`src/rtl/seq_mag_cmp_pkg.sv`:
```
package seq_mag_cmp_pkg;
   typedef enum logic [1:0] {
      VERD_EQ = 2'd0,
      VERD_LT = 2'd1,
      VERD_GT = 2'd2
   } verdict_t;
endpackage

```
`src/rtl/seq_mag_cmp_seq.sv`:
```
// Address sequencer: one address per cycle, plus a valid/last pipeline
// delayed by the synchronous read latency of the operand memories.
module seq_mag_cmp_seq #(
   parameter int NUM_WORDS = 8,
   parameter int ADDR_W    = 3,
   parameter bit SCAN_DOWN = 1'b1
) (
   input  logic              clk,
   input  logic              rst_n,
   input  logic              accept_i,
   output logic [ADDR_W-1:0] rd_addr_o,
   output logic              vld_o,
   output logic              last_o
);
   localparam logic [ADDR_W-1:0] LAST_CNT   = ADDR_W'(NUM_WORDS - 1);
   localparam logic [ADDR_W-1:0] FIRST_ADDR = SCAN_DOWN ? ADDR_W'(NUM_WORDS - 1) : '0;

   logic              issuing_q;
   logic [ADDR_W-1:0] cnt_q;
   logic [ADDR_W-1:0] addr_q;
   logic [ADDR_W-1:0] addr_step;
   logic              vld_q;
   logic              last_q;

   generate
      if (SCAN_DOWN) begin : g_down
         assign addr_step = addr_q - 1'b1;
      end else begin : g_up
         assign addr_step = addr_q + 1'b1;
      end
   endgenerate

   always_ff @(posedge clk or negedge rst_n) begin
      if (!rst_n) begin
         issuing_q <= 1'b0;
         cnt_q     <= '0;
         addr_q    <= FIRST_ADDR;
         vld_q     <= 1'b0;
         last_q    <= 1'b0;
      end else begin
         vld_q  <= issuing_q;
         last_q <= issuing_q && (cnt_q == LAST_CNT);
         if (accept_i) begin
            issuing_q <= 1'b1;
            cnt_q     <= '0;
            addr_q    <= FIRST_ADDR;
         end else if (issuing_q) begin
            if (cnt_q == LAST_CNT) begin
               issuing_q <= 1'b0;
            end else begin
               cnt_q  <= cnt_q + 1'b1;
               addr_q <= addr_step;
            end
         end
      end
   end

   assign rd_addr_o = addr_q;
   assign vld_o     = vld_q;
   assign last_o    = last_q;

   AST_ADDR_RANGE: assert property (@(posedge clk) disable iff (!rst_n)
      int'(rd_addr_o) < NUM_WORDS);

   generate
      if (SCAN_DOWN) begin : g_chk_down
         AST_ADDR_STEP: assert property (@(posedge clk) disable iff (!rst_n)
            (issuing_q && $past(issuing_q)) |-> (rd_addr_o == $past(rd_addr_o) - 1'b1));
      end else begin : g_chk_up
         AST_ADDR_STEP: assert property (@(posedge clk) disable iff (!rst_n)
            (issuing_q && $past(issuing_q)) |-> (rd_addr_o == $past(rd_addr_o) + 1'b1));
      end
   endgenerate

   AST_VLD_FOLLOWS_ADDR: assert property (@(posedge clk) disable iff (!rst_n)
      issuing_q |=> vld_o);
endmodule

```
`src/rtl/seq_mag_cmp_word.sv`:
```
// Single word-pair magnitude decision.
module seq_mag_cmp_word
   import seq_mag_cmp_pkg::*;
#(
   parameter int WORD_W = 32
) (
   input  logic [WORD_W-1:0] a_i,
   input  logic [WORD_W-1:0] b_i,
   output verdict_t          verd_o
);
   always_comb begin
      if (a_i < b_i)      verd_o = VERD_LT;
      else if (a_i > b_i) verd_o = VERD_GT;
      else                verd_o = VERD_EQ;
   end
endmodule

```
`src/rtl/seq_mag_cmp_acc.sv`:
```
// Verdict accumulator; the merge rule depends on the scan direction.
module seq_mag_cmp_acc
   import seq_mag_cmp_pkg::*;
#(
   parameter bit SCAN_DOWN = 1'b1
) (
   input  logic     clk,
   input  logic     rst_n,
   input  logic     clear_i,
   input  logic     vld_i,
   input  logic     last_i,
   input  verdict_t word_i,
   output verdict_t result_o
);
   verdict_t acc_q;
   verdict_t acc_next;
   verdict_t result_q;

   generate
      if (SCAN_DOWN) begin : g_first_diff
         // Most significant word arrives first: keep the first difference.
         assign acc_next = (acc_q == VERD_EQ) ? word_i : acc_q;
      end else begin : g_last_diff
         // Most significant word arrives last: any difference overrides.
         assign acc_next = (word_i == VERD_EQ) ? acc_q : word_i;
      end
   endgenerate

   always_ff @(posedge clk or negedge rst_n) begin
      if (!rst_n) begin
         acc_q    <= VERD_EQ;
         result_q <= VERD_EQ;
      end else begin
         if (clear_i)    acc_q <= VERD_EQ;
         else if (vld_i) acc_q <= acc_next;
         if (vld_i && last_i) result_q <= acc_next;
      end
   end

   assign result_o = result_q;

   generate
      if (SCAN_DOWN) begin : g_chk
         AST_FIRST_DIFF_KEPT: assert property (@(posedge clk) disable iff (!rst_n)
            (vld_i && !clear_i && acc_q != VERD_EQ) |=> (acc_q == $past(acc_q)));
      end
   endgenerate
endmodule

```
`src/rtl/seq_mag_cmp.sv`:
```
module seq_mag_cmp
   import seq_mag_cmp_pkg::*;
#(
   parameter int WORD_W    = 32,
   parameter int NUM_WORDS = 8,
   parameter int ADDR_W    = 3,
   parameter bit SCAN_DOWN = 1'b1
) (
   input  logic              clk,
   input  logic              rst_n,
   input  logic              start_i,
   output logic              ready_o,
   output logic [ADDR_W-1:0] rd_addr_o,
   input  logic [WORD_W-1:0] opa_word_i,
   input  logic [WORD_W-1:0] opb_word_i,
   output logic              lt_o,
   output logic              eq_o,
   output logic              gt_o
);
   generate
      if (NUM_WORDS < 1 || NUM_WORDS > (1 << ADDR_W)) begin : g_bad_words
         $error("seq_mag_cmp: NUM_WORDS must be 1..2**ADDR_W");
      end
      if (WORD_W < 1) begin : g_bad_width
         $error("seq_mag_cmp: WORD_W must be positive");
      end
   endgenerate

   logic     ready_q;
   logic     accept;
   logic     vld;
   logic     last;
   verdict_t word_verd;
   verdict_t result;

   assign accept = start_i && ready_q;

   seq_mag_cmp_seq #(
      .NUM_WORDS (NUM_WORDS),
      .ADDR_W    (ADDR_W),
      .SCAN_DOWN (SCAN_DOWN)
   ) u_seq (
      .clk       (clk),
      .rst_n     (rst_n),
      .accept_i  (accept),
      .rd_addr_o (rd_addr_o),
      .vld_o     (vld),
      .last_o    (last)
   );

   seq_mag_cmp_word #(
      .WORD_W (WORD_W)
   ) u_word (
      .a_i    (opa_word_i),
      .b_i    (opb_word_i),
      .verd_o (word_verd)
   );

   seq_mag_cmp_acc #(
      .SCAN_DOWN (SCAN_DOWN)
   ) u_acc (
      .clk      (clk),
      .rst_n    (rst_n),
      .clear_i  (accept),
      .vld_i    (vld),
      .last_i   (last),
      .word_i   (word_verd),
      .result_o (result)
   );

   always_ff @(posedge clk or negedge rst_n) begin
      if (!rst_n)            ready_q <= 1'b1;
      else if (accept)       ready_q <= 1'b0;
      else if (vld && last)  ready_q <= 1'b1;
   end

   assign ready_o = ready_q;
   assign lt_o    = (result == VERD_LT);
   assign eq_o    = (result == VERD_EQ);
   assign gt_o    = (result == VERD_GT);

   AST_READY_DROP: assert property (@(posedge clk) disable iff (!rst_n)
      (ready_o && start_i) |=> !ready_o);
   AST_READY_IDLE: assert property (@(posedge clk) disable iff (!rst_n)
      (ready_o && !start_i) |=> ready_o);
   AST_ONE_FLAG: assert property (@(posedge clk) disable iff (!rst_n)
      $countones({lt_o, eq_o, gt_o}) == 1);
   AST_FLAGS_HOLD: assert property (@(posedge clk) disable iff (!rst_n)
      !$stable({lt_o, eq_o, gt_o}) |-> $rose(ready_o));
endmodule

```
`config.mk`:
```
export PLATFORM = sky130hd
export DESIGN_NAME = seq_mag_cmp
export DESIGN_NICKNAME = d
export VERILOG_FILES = /design/src/rtl/seq_mag_cmp_pkg.sv /design/src/rtl/seq_mag_cmp_seq.sv /design/src/rtl/seq_mag_cmp_word.sv /design/src/rtl/seq_mag_cmp_acc.sv /design/src/rtl/seq_mag_cmp.sv
export SDC_FILE = /design/constraint.sdc
export NUM_CORES = 1
export LEC_CHECK = 0
export ABC_CLOCK_PERIOD_IN_PS = 1700
export BUFFER_PORTS_ARGS = -buffer_cell sky130_fd_sc_hd__buf_2
export CORE_ASPECT_RATIO = 1.4
export CORE_MARGIN = 2
export CORE_UTILIZATION = 41
export DETAILED_ROUTE_END_ITERATION = 10
export HOLD_SLACK_MARGIN = 0.03
export PLACE_DENSITY = 0.84
export SYNTH_ARGS = -nofsm -noshare
export SYNTH_HDL_FRONTEND = slang
export SYNTH_SLANG_ARGS = --single-unit
```
`constraint.sdc`:
```
create_clock -name clk -period 1.7 [get_ports clk]
set_clock_uncertainty 0.1 [all_clocks]
set_input_delay 0.085 -clock clk [delete_from_list [all_inputs] [get_ports clk]]
set_output_delay 0.085 -clock clk [all_outputs]
set_load 0.01 [all_outputs]
```
==> qor.json <==
{
  "achievable-frequency_mhz": 594,
  "first_pass_iters": 4,
  "gp_congestion": 0.728,
  "initial_utilization": 0.431,
  "timing.critical_path.fanout_max": 4,
  "syn_avg_cell_area_um2": 8.27,
  "die_h_um": 74.5,
  "worst-endpoint-arrival_ps": 1740,
  "design_area_um2": 2120,
  "internal_power_summed_over_all_cells_mw": 1.17,
  "layout-drive-gt1-share": 0.405,
  "via_count": 1476,
  "via_count_of_the_first_global_routing_pass": 1413,
  "worst-r2r-setup-slack_ps": 130,
  "swShare": 0.367,
  "synth.area.top_cells": "ha_1, dfrtp_1, inv_1",
  "numClockSinks": 14,
  "finalWirelength_um": 3530,
  "totalPowerFinal_mw": 1.85,
  "rsz0062_at_grt": "yes",
  "syn-cell-area_um2": 1460,
  "worst_max_slew_margin_expressed_relative_to_the_limit": 0.792,
  "tritoncts_clock_tree": "done",
  "dp_hpwl_um": 2790,
  "dominantRegCellSynth": "dfrtp_1",
  "post-route-drc-count": 0,
  "path_buf_inv": 3,
  "min-delay-path-class": "in -> async",
  "regToRegStartpoint": "u_seq.cnt_q[0]",
  "ios": 74,
  "dieArea_um2": 4050,
  "synth_enable_flop_cells": 0,
  "clk_path_buf_depth": 2,
  "cp-end-kind": "flop",
  "timing.critical_path.slowest_cell_delay_ps": 260,
  "synth.top_cells.by_count": "inv_1, ha_1, nand2_1",
  "synth_fp_nets": 278,
  "pwr_density_cell_nw_per_um2": 873,
  "share_of_the_clock_period_used_by_the_worst_path_after_layout": 0.990,
  "grt_antenna_before_repair": 0,
  "cts-htree-levels": 1,
  "ff2ff_path_depth": 6,
  "first_pass_grt_wire_length_um": 5030,
  "final.setup.tns_ps": 0,
  "vias_per_cell": 4.94,
  "postLayoutCoreUtil": 0.629,
  "die_width_um": 54.4,
  "postPlaceCellArea_um2": 1900,
  "port_buffers": 73,
  "clock_tree.root_cell": "clkbuf_8",
  "postSynthCellCount": 176,
  "cap_violations": 0,
  "post-route-min-period_ps": 1680,
  "cp_max_delay_cell": "ha_4",
  "timing.rr.end": "u_seq.rd_addr_o[2]",
  "cp_cell_sequence": "buf_2 -> inv_1 -> ha_4 -> nand4_1 -> buf_4 -> nor4_4 -> nand2_1 -> a31oi_4 -> o21ai_1 -> a21oi_1",
  "max_slew.worst_pin.slew_ps": 311,
  "critical_path_required_ps": 1760,
  "highest_ir_drop_seen_on_vdd_mv": 1.00,
  "cts_buffers": 3,
  "synthDominantAreaCellType": "ha_1",
  "core_area_um2": 3380,
  "synthMostInstantiatedCell": "inv_1",
  "drt-wirelength-per-cell_um": 11.8,
  "regArea_um2": 355,
  "power_frac_comb": 0.474,
  "insertion_delay_ps": 240,
  "fp-row-count": 25,
  "critical-path-top-delay-family": "simple AND/OR/NAND/NOR gates",
  "outcome": "finished clean",
  "async_flop_share": 1.00,
  "timing.final.hold_violations": 0,
  "areaGrowthSynthToFinish_pct": 45.9,
  "first_iter_violations": 15,
  "setup_violations": 0,
  "timing.critical_path.from_type": "primary input",
  "seq_cells_post_synth": 14,
  "final_antenna_net_count": 0,
  "leakage_nw": 1.16,
  "ys_warn_count": 0,
  "grtUsageTotal": 0.161,
  "insertedDiodeCount": 0,
  "multi_input_logic_area_um2": 1100,
  "switchingPower_uw": 680,
  "ys_seq_area_frac": 0.244,
  "power_frac_seq": 0.355,
  "report.final.slew_viol_count": 0,
  "worst-setup-path-type": "in -> reg",
  "grt_start_max_net_pins": 15,
  "clock_power_share": 0.171,
  "num-fill-cells": 303,
  "nets": 362,
  "synth_top_area_frac": 0.301,
  "yosys.cell_types.count": 31,
  "grt_overflow": 0,
  "cts.reportedPaths.clkPinSlew_ps": 60
}
==> state kept, by name, summed over array words and instances (netlist names) <==
register	flops
ready_o	1
u_acc.acc_q	2
u_acc.result_o	2
u_seq.cnt_q	3
u_seq.issuing_q	1
u_seq.last_o	1
u_seq.rd_addr_o	3
u_seq.vld_o	1
==> power groups by stage <==
stage,Clock (mW),Sequential (mW),Combinational [mW]
floorplan,0,0.657,0.548
detailed placement,0,0.659,0.828
global route,0.340,0.679,1.02
finish,0.316,0.657,0.879
global placement,0,0.655,0.792
CTS,0.323,0.654,0.838
==> kinds of logic after synthesis <==
| group | Yosys count | synth area share |
|---|---|---|
| multiplexers | 2 | 0.0138 |
| AND/OR/NAND/NOR | 44 | 0.151 |
| buffers and inverters | 38 | 0.0980 |
| flip-flops | 14 | 0.244 |
| AO/OA/AOI/OAI | 40 | 0.174 |
| XOR/XNOR | 3 | 0.0181 |
| adder cells (fa/ha/maj) | 35 | 0.301 |
==> metrics by stage <==
| stage | instances | setup slack [ps] | hold slack (ps) |
|---|---|---|---|
| after detailed placement | 292 | -179 | -109 |
| after floorplan | 176 | 56.0 | -311 |
| after global placement | 292 | -120 | -109 |
| after CTS | 298 | 47.1 | 167 |
| after global routing | 299 | -75.6 | 183 |
| final | 299 | 17.3 | 167 |
==> cell type report <==
class / instances / share of cell area
Clock buffer: 4 / 0.0259
Timing Repair Buffer: 80 / 0.199
Inverter: 37 / 0.0654
Multi-Input combinational cell: 124 / 0.519
Sequential cell: 14 / 0.167
Tap cell: 40 / 0.0236
==> worst reg2reg max path, delay by kind of cell, from the launching register on <==
kind	cells	cell delay, ps
flops	1	390
xor+xnor	1	130
fa+ha+maj	2	390
simple gates	3	490
==> metal layers <==
layer | GRT usage | wire, um | up-vias
li1 | - | - | 762
met1 | 0.150 | 1360 | 668
met2 | 0.337 | 1950 | 44
met3 | 0.0361 | 204 | 2
met4 | 0.0250 | 14 | 0
met5 | 0 | 0 | -
==> placed cells by master, fill, tap and decap left out, types with 2 or more instances in the layout <==
| master | instances |
|---|---|
| dfstp_2 | 4 |
| a21oi_2 | 3 |
| dfrtp_1 | 10 |
| ha_4 | 9 |
| o21ai_0 | 4 |
| buf_2 | 73 |
| a21oi_1 | 20 |
| nor2b_1 | 2 |
| xnor2_1 | 2 |
| nand4_1 | 3 |
| buf_4 | 5 |
| o211ai_1 | 2 |
| dlygate4sd3_1 | 2 |
| ha_1 | 26 |
| nor2_1 | 8 |
| mux2i_1 | 2 |
| inv_1 | 37 |
| o21a_1 | 2 |
| nand2_1 | 21 |
| o21ai_1 | 3 |
| clkbuf_8 | 4 |
==> worst max-delay path by stage <==
stage | end | from | cells after the start | slack [ps]
3_5_place_dp | u_acc.result_o[1] | opb_word_i[30] | 9 | -180
4_1_cts | u_seq.rd_addr_o[2] | u_seq.cnt_q[0] | 6 | 50
6_report | u_acc.result_o[1] | opb_word_i[24] | 10 | 20
5_1_grt | u_acc.result_o[1] | opb_word_i[27] | 10 | -80
2_1_floorplan | u_acc.result_o[0] | opb_word_i[23] | 8 | 60
3_3_place_gp | u_acc.result_o[1] | opb_word_i[30] | 9 | -120
==> what timing repair did <==
item,4_1_cts,5_1_grt
hold buffers,2,0
setup buffers,0,1
hold endpoints to repair,18,0
gates resized for setup,0,15
endpoints found under the setup margin,0,7
Power figures use the tool's default switching activity.
